--- config.mk ---
export PLATFORM = sky130hd
export DESIGN_NAME = gpio_masked_port
export DESIGN_NICKNAME = d
export VERILOG_FILES = /design/src/rtl/gpio_mp_pkg.sv /design/src/rtl/gpio_mp_decode.sv /design/src/rtl/gpio_mp_sync.sv /design/src/rtl/gpio_mp_regs.sv /design/src/rtl/gpio_mp_rdpath.sv /design/src/rtl/gpio_masked_port.sv
export SDC_FILE = /design/constraint.sdc
export NUM_CORES = 1
export LEC_CHECK = 0
export BUFFER_PORTS_ARGS = -buffer_cell sky130_fd_sc_hd__clkbuf_2
export CELL_PAD_IN_SITES_DETAIL_PLACEMENT = 0
export CELL_PAD_IN_SITES_GLOBAL_PLACEMENT = 2
export CORE_ASPECT_RATIO = 0.7
export CORE_UTILIZATION = 23
export DETAILED_ROUTE_END_ITERATION = 7
export PLACE_DENSITY_LB_ADDON = 0.05
export REMOVE_ABC_BUFFERS = 1
export SLEW_MARGIN = 40
export SYNTH_ARGS = -nofsm -noshare
export SYNTH_HDL_FRONTEND = slang
export SYNTH_SLANG_ARGS = --single-unit
--- constraint.sdc ---
create_clock -name pclk -period 3.2 [get_ports pclk]
set_input_delay 0.32 -clock pclk [delete_from_list [all_inputs] [get_ports pclk]]
set_output_delay 0.32 -clock pclk [all_outputs]
set_load 0.005 [all_outputs]
--- src/rtl/gpio_mp_pkg.sv ---
// Package: shared types and defaults for the address-masked GPIO port.
// Assumes: one data window at the bottom of the map, one direction word just above it.
package gpio_mp_pkg;

    // Default geometry of one port instance.
    localparam int unsigned DEF_PINS        = 8;
    localparam int unsigned DEF_ADDR_W      = 12;
    localparam int unsigned DEF_DATA_W      = 32;
    localparam int unsigned DEF_SYNC_STAGES = 2;

    // Which register an access targets.
    typedef enum logic [1:0] {
        ACC_NONE = 2'd0,
        ACC_DATA = 2'd1,
        ACC_DIR  = 2'd2
    } acc_kind_e;

endpackage

--- src/rtl/gpio_mp_decode.sv ---
// Module: address decoder of the GPIO port.
// Classifies each bus access as data window, direction word or unmapped.
// Extracts the pin mask from the word address, and forms the write and read qualifiers.
// Assumes: the data window is every address whose bits above the mask are zero, and the
// direction word is the first word above that window.
module gpio_mp_decode
    import gpio_mp_pkg::*;
#(
    parameter int unsigned NPINS  = DEF_PINS,
    parameter int unsigned ADDR_W = DEF_ADDR_W
) (
    input  logic              psel,
    input  logic              penable,
    input  logic              pwrite,
    input  logic [ADDR_W-1:0] paddr,
    output acc_kind_e         kind,
    output logic [NPINS-1:0]  mask,
    output logic              wr_en,
    output logic              rd_en
);

    localparam int unsigned MASK_LO  = 2;
    localparam int unsigned MASK_HI  = NPINS + 1;
    localparam int unsigned WORD_W   = ADDR_W - 2;
    localparam int unsigned DIR_WORD = 1 << NPINS;

    logic [WORD_W-1:0] word_addr;
    logic              in_window;
    logic              unused_byte_lane;

    // Word address and pin mask taken straight from the bus address.
    assign word_addr        = paddr[ADDR_W-1:2];
    assign mask             = paddr[MASK_HI:MASK_LO];
    assign unused_byte_lane = ^paddr[1:0];

    // The data window needs every bit above the mask to be zero.
    assign in_window = (paddr[ADDR_W-1:MASK_HI+1] == '0);

    // Classify the access target.
    always_comb begin
        if (in_window) begin
            kind = ACC_DATA;
        end else if (word_addr == DIR_WORD[WORD_W-1:0]) begin
            kind = ACC_DIR;
        end else begin
            kind = ACC_NONE;
        end
    end

    // Write only in the access phase. Read data is offered whenever a read is selected.
    assign wr_en = psel & penable & pwrite;
    assign rd_en = psel & ~pwrite;

endmodule

--- src/rtl/gpio_mp_sync.sv ---
// Module: per-pin input synchronizer.
// Carries each pad level through a chain of flops clocked by the bus clock.
// Assumes: pad inputs are asynchronous and single-bit, so no bus coherency is needed.
module gpio_mp_sync #(
    parameter int unsigned NPINS  = 8,
    parameter int unsigned STAGES = 2
) (
    input  logic             clk,
    input  logic             rst_n,
    input  logic [NPINS-1:0] pin_async,
    output logic [NPINS-1:0] pin_sync
);

    for (genvar p = 0; p < NPINS; p++) begin : g_pin
        logic [STAGES-1:0] chain_q;

        // Shift the pad level one stage per clock; clear on reset.
        always_ff @(posedge clk) begin
            if (!rst_n) begin
                chain_q <= '0;
            end else if (STAGES == 1) begin
                chain_q[0] <= pin_async[p];
            end else begin
                chain_q <= {chain_q[STAGES-2:0], pin_async[p]};
            end
        end

        assign pin_sync[p] = chain_q[STAGES-1];
    end

endmodule

--- src/rtl/gpio_mp_regs.sv ---
// Module: direction and output data registers of the GPIO port.
// The output register takes a per-bit masked write. The direction register takes a plain write.
// Assumes: wr_en is already qualified with the access phase.
module gpio_mp_regs
    import gpio_mp_pkg::*;
#(
    parameter int unsigned NPINS = DEF_PINS
) (
    input  logic             clk,
    input  logic             rst_n,
    input  logic             wr_en,
    input  acc_kind_e        kind,
    input  logic [NPINS-1:0] mask,
    input  logic [NPINS-1:0] wdata,
    output logic [NPINS-1:0] dir_q,
    output logic [NPINS-1:0] out_q
);

    logic data_wr;
    logic dir_wr;

    // Target strobes.
    assign data_wr = wr_en && (kind == ACC_DATA);
    assign dir_wr  = wr_en && (kind == ACC_DIR);

    for (genvar b = 0; b < NPINS; b++) begin : g_bit
        // Output bit b: updated only when its mask bit selects it.
        always_ff @(posedge clk) begin
            if (!rst_n) begin
                out_q[b] <= 1'b0;
            end else if (data_wr && mask[b]) begin
                out_q[b] <= wdata[b];
            end
        end

        // Direction bit b: updated by any write to the direction word.
        always_ff @(posedge clk) begin
            if (!rst_n) begin
                dir_q[b] <= 1'b0;
            end else if (dir_wr) begin
                dir_q[b] <= wdata[b];
            end
        end
    end

endmodule

--- src/rtl/gpio_mp_rdpath.sv ---
// Module: read data path of the GPIO port.
// Picks each pin's live value, applies the address mask, and zero-extends to the bus width.
// Assumes: the read data is combinational and is sampled by the master in the access phase.
module gpio_mp_rdpath
    import gpio_mp_pkg::*;
#(
    parameter int unsigned NPINS  = DEF_PINS,
    parameter int unsigned DATA_W = DEF_DATA_W
) (
    input  logic              rd_en,
    input  acc_kind_e         kind,
    input  logic [NPINS-1:0]  mask,
    input  logic [NPINS-1:0]  dir_q,
    input  logic [NPINS-1:0]  out_q,
    input  logic [NPINS-1:0]  pin_sync,
    output logic [DATA_W-1:0] rdata
);

    localparam int unsigned PAD_W = DATA_W - NPINS;

    logic [NPINS-1:0] live;
    logic [NPINS-1:0] sel_val;

    // Each pin's live value: the driven value for outputs, the synchronized pad for inputs.
    for (genvar b = 0; b < NPINS; b++) begin : g_live
        assign live[b] = dir_q[b] ? out_q[b] : pin_sync[b];
    end

    // Choose the register image for this access.
    always_comb begin
        sel_val = '0;
        if (rd_en) begin
            unique case (kind)
                ACC_DATA: sel_val = live & mask;
                ACC_DIR:  sel_val = dir_q;
                default:  sel_val = '0;
            endcase
        end
    end

    assign rdata = {{PAD_W{1'b0}}, sel_val};

endmodule

--- src/rtl/gpio_masked_port.sv ---
// Module: address-masked GPIO port, top level.
// An APB-style slave with no wait states and no error response. It holds a direction
// register and an output register with masked writes, and synchronizes the pad inputs.
// Assumes: one instance per group of NPINS pins. The bus clock also samples the pads.
module gpio_masked_port
    import gpio_mp_pkg::*;
#(
    parameter int unsigned NPINS       = DEF_PINS,
    parameter int unsigned AW          = DEF_ADDR_W,
    parameter int unsigned DW          = DEF_DATA_W,
    parameter int unsigned SYNC_STAGES = DEF_SYNC_STAGES
) (
    input  logic             pclk,
    input  logic             presetn,
    input  logic             psel,
    input  logic             penable,
    input  logic             pwrite,
    input  logic [AW-1:0]    paddr,
    input  logic [DW-1:0]    pwdata,
    output logic [DW-1:0]    prdata,
    output logic             pready,
    output logic             pslverr,
    input  logic [NPINS-1:0] pin_in,
    output logic [NPINS-1:0] pin_out,
    output logic [NPINS-1:0] pin_oe
);

    acc_kind_e        kind;
    logic [NPINS-1:0] mask;
    logic             wr_en;
    logic             rd_en;
    logic [NPINS-1:0] dir_q;
    logic [NPINS-1:0] out_q;
    logic [NPINS-1:0] pin_sync;
    logic             unused_wdata_hi;

    // Upper write-data bits carry no register state.
    assign unused_wdata_hi = ^pwdata[DW-1:NPINS];

    // Classify the access and extract the mask.
    gpio_mp_decode #(
        .NPINS  (NPINS),
        .ADDR_W (AW)
    ) u_decode (
        .psel    (psel),
        .penable (penable),
        .pwrite  (pwrite),
        .paddr   (paddr),
        .kind    (kind),
        .mask    (mask),
        .wr_en   (wr_en),
        .rd_en   (rd_en)
    );

    // Bring the pads into the bus clock domain.
    gpio_mp_sync #(
        .NPINS  (NPINS),
        .STAGES (SYNC_STAGES)
    ) u_sync (
        .clk       (pclk),
        .rst_n     (presetn),
        .pin_async (pin_in),
        .pin_sync  (pin_sync)
    );

    // Hold the direction and output state.
    gpio_mp_regs #(
        .NPINS (NPINS)
    ) u_regs (
        .clk   (pclk),
        .rst_n (presetn),
        .wr_en (wr_en),
        .kind  (kind),
        .mask  (mask),
        .wdata (pwdata[NPINS-1:0]),
        .dir_q (dir_q),
        .out_q (out_q)
    );

    // Build the read data.
    gpio_mp_rdpath #(
        .NPINS  (NPINS),
        .DATA_W (DW)
    ) u_rdpath (
        .rd_en    (rd_en),
        .kind     (kind),
        .mask     (mask),
        .dir_q    (dir_q),
        .out_q    (out_q),
        .pin_sync (pin_sync),
        .rdata    (prdata)
    );

    // Pad drive and fixed bus handshake.
    assign pin_out = out_q;
    assign pin_oe  = dir_q;
    assign pready  = 1'b1;
    assign pslverr = 1'b0;

endmodule

==> run metrics <==
post-synth cell types=20; synthesis warning total=0; vias in the first global route=1276; filler cell count=just under 700; Mean Syn Cell Area=slightly above 9 um2; first-pass GRT wire length=6292 um; Tightest Pin Transition=a little over 700 ps; crit start category=primary input; via density per instance=around 4; DPL Wire Length=about 2900 um; drt total wl=slightly below 4000 um; simple-gate share of the synthesized area=about a quarter; worst hold path class=in2reg; Port Buffers=54; Final Cycle Share=between 60 and 70%; crit path max fanout=9; main combinational cell family by area after synthesis=simple AND/OR/NAND/NOR gates; area of the multi-input gates=about 800 um2; Final TNS setup=0 ps; flops & latches, synth=32; final hold viol count=0; Clk Latency, worst-skew pair=~270 ps; Nets=between 200 and 300; Max IR drop VDD=between 0.1 and 0.15 mV; H-tree levels=2; row count=24; final worst setup slack=between 1000 and 1500 ps; area grow syn2layout=22.23%; f_max=0.5087 GHz; Longest Clk Path Bufs=2; number of diodes=0; DR vias=1261; Die Span Y=approximately 70 um; WS Path Type=in2out; CTS tree=done; most used cell, CP=clkbuf_2; die width=approximately 100 um; Synth Area in Adders=0%; Leakage=0.9442 nW; post-cts resize count=0; DRT iter0 DRCs=19; Cells after Synth=170; Die ar.=between 7000 and 8000 um2; worst path cell trace=clkbuf_2 -> nor4_4 -> nand4_1 -> a21oi_1 -> clkbuf_2; Pwr Density=about 420 nW/um2; data arrival time of the worst path=1650 ps; max-slew headroom at the worst pin=between 50% and 60%; Post-route DRC=0; Core ar.=~6400 um2; Total GRT Usage=11.64%; compound-gate portion of the synthesized area=under 10%; Top delay family on crit path=simple AND/OR/NAND/NOR gates; Seq/Total Area, Yosys=roughly two fifths; largest net degree at the start of global routing=41; Ports=107; status=finished, final reports clean; Initial Util=about a quarter; DRT Pass-1 Iters=4; Critical path buffers and inverters=2; GR Overflow Total=0; worst clock skew=0.5071 ps; Routed WL per cell=approximately 12 um; Clock transition at path regs=approximately 70 ps; post-synthesis mux area share=15.94%; CP max stage cell=nor4_4; Max Cap Viol=0; fin. max-slew vios=0; slowest stage delay, CP=650 ps; RSZ-0062 raised after global routing=no; layout cell share with drive strength beyond 1=32.59%; Crit. End Element=output pin; # setup viols final=0; Post-DRT Antenna Nets=0; antenna violations before repair=0; CTS root buf=clkbuf_8; pre-CTS setup slack=1235 ps; placed cell area=1829 um2; postcts setup bufs=0; finished layout cell area=about 1900 um2; worst endpoint required time=roughly 2900 ps; RePlAce Congestion=between 0.7 and 0.8; area of the mapped netlist=between 1500 and 2000 um2; cts hold-fix bufs=0; post-synthesis xor/xnor area fraction=0%; TritonCTS buffer count=5; Power Total=between 0.0008 and 0.0009 W; sequential cell area=640.6 um2; CTS sink cnt=32; Final min period=between 1500 and 2000 ps
cell usage in the layout (no fill, tap or decap), types with 2 or more instances in the layout:
cell / count
nand4_1: 8
mux2i_1: 16
dfxtp_1: 32
and2_1: 16
nand2_1: 24
nand3_1: 16
clkbuf_8: 6
clkbuf_2: 54
mux2_2: 8
a21oi_1: 8
clkbuf_1: 2
conb_1: 26
stage by stage:
stage | hold slack, ps | cells | util, %
5_1_grt | 235.2 | 315 | 30.01
4_1_cts | 234.3 | 315 | 30.01
6_report | 246.8 | 315 | 30.01
3_5_place_dp | 418.4 | 307 | 28.60
2_1_floorplan | 411.8 | 161 | -
3_3_place_gp | 414.9 | 307 | 28.60
per-layer routing:
layer	track usage [%]	wire length (um)	vias to the layer above
met5	0	0	-
met4	3.382	20	0
met3	4.150	299	2
met2	18.72	1822	53
met1	14.70	1773	576
li1	-	-	630
path summary, 6_finish.rpt:
| path | to | start | cells past startpoint | slack [ps] |
|---|---|---|---|---|
| worst max-delay path | prdata[5] | paddr[5] | 5 | 1230 |
| worst min-delay path | u_sync.g_pin[1].chain_q[0] | pin_in[1] | 2 | 250 |
| worst max register to register | u_regs.dir_q[2] | u_regs.dir_q[2] | 2 | 2500 |
| worst min register to register | u_sync.g_pin[6].chain_q[1] | u_sync.g_pin[6].chain_q[0] | 1 | 430 |
registers in the layout (all words and copies together) (netlist names):
name / count
u_regs.out_q: 8
u_regs.dir_q: 8
u_sync.g_pin.chain_q: 16
cells by family (layout without fill, tap and decap cells):
group,after synthesis,count (layout)
simple gates,71,71
buf+inv,33,63
flops,32,32
mux,24,24
compound gates,8,8
other cells,2,26
where the power goes:
part           internal (W)  leakage [nW]  switching, W  total (W)
clock network      0.000175        0.0455      0.000142   0.000317
logic             0.0000275         0.637     0.0000447  0.0000722
registers          0.000408         0.261    0.00000234   0.000411
total              0.000611         0.944      0.000189   0.000800
cells in the mapped netlist (all sizes together):
cell,number,area (um2)
nor4,1,21.27
conb,2,7.510
clkbuf,5,18.77
nor4b,1,23.77
mux2,8,90.09
nand2,24,90.09
nor2,2,10.01
dfxtp,32,640.6
buf,28,203.9
nand2b,1,6.260
nand3,16,80.08
and2,16,100.1
a21oi,8,40.04
mux2i,16,160.2
and3,1,6.260
nand4,9,71.32
layout make-up:
| cell class | count | area share (%) |
|---|---|---|
| Sequential cell | 32 | 33.38 |
| Multi-Input combinational cell | 129 | 41.53 |
| Tap cell | 91 | 5.932 |
| Clock buffer | 8 | 4.694 |
| Timing Repair Buffer | 55 | 14.47 |
worst reg2reg max path, cell delays in order (launching register included):
cell	delay, ps
dfxtp_1	400
nand2_1	70
mux2i_1	150
Power figures use the tool's default switching activity.
